### src/rtl/booth_mult.sv
module booth_mult #(
  parameter int W = 32,
  parameter int R = 8,
  localparam int EW = W + 1,
  localparam int XW = 2 * W,
  localparam int STEPS = (EW + R - 1) / R,
  localparam int CW = $clog2(STEPS + 1)
) (
  input  logic          clk,
  input  logic          rst_n,
  input  logic          start,
  input  logic [W-1:0]  op_a,
  input  logic [W-1:0]  op_b,
  input  logic [XW-1:0] addend,
  input  logic          long_en,
  input  logic          signed_en,
  input  logic          acc_en,
  output logic          busy,
  output logic          done,
  output logic [XW-1:0] result,
  output logic [CW-1:0] cycles
);

  logic signed [EW-1:0] mr;
  logic                 prv;
  logic [XW-1:0]        mc;
  logic [XW-1:0]        acc;
  logic [CW-1:0]        cnt;
  logic                 long_q;

  logic signed [R:0]    digit;
  logic [XW-1:0]        dext;
  logic [XW-1:0]        acc_nx;
  logic signed [EW-1:0] mr_nx;
  logic                 fin;
  logic                 ext_b, ext_a;

  assign digit  = $signed({mr[R-1], mr[R-1:0]}) + $signed({{R{1'b0}}, prv});
  assign dext   = {{(XW-R-1){digit[R]}}, digit};
  assign acc_nx = acc + mc * dext;
  assign mr_nx  = mr >>> R;
  assign fin    = (mr_nx == '0 && !mr[R-1]) || (mr_nx == '1 && mr[R-1]);
  assign ext_b  = (signed_en || !long_en) & op_b[W-1];
  assign ext_a  = signed_en & long_en & op_a[W-1];

  always_ff @(posedge clk) begin
    if (!rst_n) begin
      busy   <= 1'b0;
      done   <= 1'b0;
      result <= '0;
      cycles <= '0;
      mr     <= '0;
      prv    <= 1'b0;
      mc     <= '0;
      acc    <= '0;
      cnt    <= '0;
      long_q <= 1'b0;
    end else begin
      done <= 1'b0;
      if (!busy) begin
        if (start) begin
          busy   <= 1'b1;
          mr     <= $signed({ext_b, op_b});
          prv    <= 1'b0;
          mc     <= {{W{ext_a}}, op_a};
          cnt    <= '0;
          long_q <= long_en;
          if (!acc_en)      acc <= '0;
          else if (long_en) acc <= addend;
          else              acc <= {{W{1'b0}}, addend[W-1:0]};
        end
      end else begin
        acc <= acc_nx;
        mc  <= mc << R;
        mr  <= mr_nx;
        prv <= mr[R-1];
        cnt <= cnt + 1'b1;
        if (fin) begin
          busy   <= 1'b0;
          done   <= 1'b1;
          cycles <= cnt + 1'b1;
          result <= long_q ? acc_nx : {{W{1'b0}}, acc_nx[W-1:0]};
        end
      end
    end
  end

  a_r10_done_pulse: assert property (@(posedge clk) disable iff (!rst_n)
    done |=> !done);
  a_r9_done_after_busy: assert property (@(posedge clk) disable iff (!rst_n)
    $rose(done) |-> $past(busy) && !busy);
  a_r9_start_raises_busy: assert property (@(posedge clk) disable iff (!rst_n)
    (start && !busy) |=> busy);
  a_r10_result_hold: assert property (@(posedge clk) disable iff (!rst_n)
    !done |-> $stable(result) && $stable(cycles));
  a_r7_cycle_limit: assert property (@(posedge clk) disable iff (!rst_n)
    done |-> (cycles >= 1) && (cycles <= (long_q ? CW'(STEPS) : CW'(W / R))));

endmodule

### config.mk
export PLATFORM = sky130hd
export DESIGN_NAME = booth_mult
export DESIGN_NICKNAME = d
export VERILOG_FILES = /design/src/rtl/booth_mult.sv
export SDC_FILE = /design/constraint.sdc
export NUM_CORES = 2
export LEC_CHECK = 0
export BUFFER_PORTS_ARGS = -buffer_cell sky130_fd_sc_hd__buf_2
export CORE_MARGIN = 3
export CORE_UTILIZATION = 59
export DETAILED_ROUTE_END_ITERATION = 7
export PLACE_DENSITY = 0.78
export SLEW_MARGIN = 20
export SYNTH_ARGS = -nofsm -noshare
export SYNTH_HDL_FRONTEND = slang
export SYNTH_SLANG_ARGS = --single-unit
### constraint.sdc
create_clock -name clk -period 7.9 [get_ports clk]
set_input_delay 0.395 -clock clk [delete_from_list [all_inputs] [get_ports clk]]
set_output_delay 0.395 -clock clk [all_outputs]
set_load 0.02 [all_outputs]
==> run_results.csv <==
group,metric,value,unit
power,total_power,4.268,mW
clock_network,ctsHtreeMaxLevel,1,
run,cap_violations,0,
global_route,grt_pass1_vias,25242,
final_layout,fin_util,65.40,%
synth,async_flop_share,0,%
clock_network,ctsResizeCount,0,
route,wl,86.75,mm
floorplan,dieArea,0.05026,mm^2
global_route,gr-total-overflow,0,
worst_setup_path,end_kind,"register",
clock_network,clock_path_buffers,3,
floorplan,die_h,224.2,um
final_layout,drive_above_1_share,9.833,%
worst_setup_path,required,8430,ps
clock_network,tritoncts,"done",
outcome,outcome,"completed",
worst_setup_path,cpPeakStageDelay,590,ps
worst_setup_path,critical_path_class,"register to register",
clock_network,cts_setup_buffers,0,
synth,synthTopCellsByArea,"fa_1, dfxtp_1, inv_1",
worst_setup_path,cpMostUsedCell,"fa_1",
synth,yosysSeqAreaShare,16.75,%
synth,synthMuxAreaShare,2.423,%
sta,period_minus_slack,7575,ps
clock_network,clkSinkCount,235,
floorplan,start_util,60.08,%
synth,synth_top_cell_area_share,33.00,%
floorplan,fp.dieW,224.2,um
sta,slew_violations,0,
route,ant_nets,0,
synth,synth.distinct_cells,73,
sta,clock_skew,25.57,ps
synth,synth_area_per_cell,8.566,um^2
sta,finalWorstSetupSlack,324.8,ps
sta,tightest_slew,1165,ps
sta,hold_violations,0,
global_route,grt.total_usage,35.17,%
clock_network,postCtsHoldBufs,0,
route,vias_per_cell,6.109,
synth,synth-simple-area-share,16.96,%
global_route,grt_pass1_wl,138.9,mm
power,p_per_area,139.6,mW/mm^2
final_layout,area_growth,8.860,%
sta,setup_violations,0,
clock_network,cts_made_buffers,30,
synth,synth_top_flop_cell,"dfxtp_1",
sta,rsz0062_at_grt,"no",
floorplan,core,0.04675,mm^2
worst_setup_path,path_cells,"nand3_1 > nor2_1 > xor2_4 > buf_4 > buf_4 > nand2_1 > fa_1 > inv_1 > fa_1 > fa_1 > fa_1 > fa_1 > ha_1 > a21oi_1 > o22ai_1 > o221ai_1 > a211oi_1 > o311ai_1 > a32oi_2 > a311oi_2 > or4_1 > nand3_1",
worst_setup_path,cp_slowest_cell,"or4_1",
power,p_leak,14.70,nW
final_layout,final_common_cell,"inv_1",
place,place_congestion,0.9515,
route,dr.pass1.iters,7,
place,place_ws,276.3,ps
worst_setup_path,cp-start-kind,"register",
final_layout,diodes,0,
synth,synthAdderAreaFrac,39.32,%
final_layout,fin_area,0.03058,mm^2
final_layout,mostFrequentLayoutCells,"inv_1, fa_1, nand2_1",
worst_setup_path,cp_max_fo,23,
clock_network,cts_root_buf,"clkbuf_16",
route,drc,0,
route,drt-initial-drc-count,2296,
sta,fmax,132.0,MHz
synth,synth-seq-cells,235,
place,dpl-instance-area,0.02945,mm^2
synth,yosys_warnings,0,
synth,synthCells,3279,
synth,yosys.area.top_type,"fa_1",
floorplan,rows,79,
floorplan,ios,203,
place,post-dp-hpwl,64.29,mm
route,wl_per_cell,21.95,um
sta,fin_setup_tns,0,ps
place,io_buffers,202,
global_route,grt_max_degree,101,
synth,syn_area,0.02809,mm^2
clock_network,cts.clk_slew.worst_paths,70,ps
global_route,antenna_found_initial,5,
synth,synth_edf_count,0,
synth,synthesis.nets,4018,
final_layout,num-nets-final,4061,
synth,synth_top_family_by_area,"adder cells",
clock_network,clk_latency,610,ps
route,vias,24149,
sta,post-route-period-util,95.89,%
worst_setup_path,reg2reg_slack,320,ps
worst_setup_path,arrival,8110,ps
sta,slew_headroom,22.32,%
synth,synth_xor_area_share,2.450,%
power,ir_drop,0.1868,mV
worst_hold_path,hold_class,"input pin to register",
synth,synth_compound_area_share,12.23,%
metrics by stage:
stage,hold slack (ps),cells
after floorplan,458.3,3279
after global placement,436.6,3897
after CTS,13.08,3953
final,31.38,3953
after global routing,52.52,3953
after detailed placement,446.4,3897
final cells by class:
| type | count | area (um^2) |
|---|---|---|
| clock buffers | 35 | 800.8 |
| flip-flops and latches | 235 | 4708 |
| well taps | 607 | 759.5 |
| repair buffers | 238 | 1345 |
| clock inverters | 21 | 312.8 |
| inverters | 511 | 1921 |
| multi-input cells | 2306 | 20730 |
| fillers | 3811 | 16180 |
critical path: cells and delay by family, from the launching register on:
kind,cells,cell delay [ps]
fa+ha+maj,6,2850
compound gates,7,1960
simple gates,5,1310
flops,1,510
buf+inv,3,660
xor+xnor,1,190
where the power goes:
group | internal (mW) | switching [mW]
Clock | 0.959 | 0.611
Combinational | 0.482 | 0.853
Sequential | 1.25 | 0.116
Yosys cell counts (4+ instances only):
| library cell | count |
|---|---|
| a22oi_1 | 5 |
| nand2b_1 | 4 |
| nor2b_1 | 5 |
| o22ai_1 | 4 |
| or2_2 | 11 |
| fa_1 | 463 |
| o211a_1 | 5 |
| a31oi_1 | 9 |
| nor2_1 | 240 |
| buf_1 | 6 |
| o31ai_1 | 6 |
| dfxtp_1 | 235 |
| a41oi_1 | 4 |
| o221ai_1 | 4 |
| and2_1 | 198 |
| o21a_1 | 6 |
| or3_1 | 6 |
| nand2_1 | 415 |
| inv_1 | 509 |
| clkbuf_1 | 220 |
| nand3_1 | 29 |
| and3_1 | 55 |
| xor2_1 | 32 |
| o211ai_1 | 4 |
| a21oi_1 | 167 |
| nor3_1 | 26 |
| nand4_1 | 24 |
| o21ai_0 | 100 |
| o21bai_1 | 13 |
| a211oi_1 | 53 |
| a221oi_1 | 59 |
| mux2i_1 | 68 |
| a21o_1 | 30 |
| ha_1 | 142 |
| xnor2_1 | 44 |
| o31a_1 | 4 |
| o21ai_1 | 10 |
| nor4_1 | 7 |
state kept, by name, indices dropped and copies added (netlist names), 3 cells and up:
name    count
acc        64
mc         64
result     64
mr         33
cnt         3
cycles      3
logic make-up after synthesis:
logic type                 Yosys count
and+or+nand+nor                   1031
buffers and inverters              738
adders and majority gates          605
AOI/OAI and AO/OA                  525
DFF                                235
xor gates and xnor gates            77
muxes                               68
per-layer routing:
metal / wire (um) / vias to the layer above / global-route usage, %
met4: 3085 / 8 / 12.10
met1: 34360 / 12006 / 48.13
met2: 38830 / 1409 / 54.61
li1: - / 10491 / -
met5: 47 / - / 0
met3: 10430 / 235 / 9.540
final timing paths:
check | from | endpoint | depth (start not counted)
min reg2reg | result[39] | result[39] | 2
max reg2reg | mr[2] | result[51] | 22
min | op_a[7] | mc[7] | 3
max | mr[2] | result[51] | 22
Note: power is estimated with default switching activity, not from simulation.
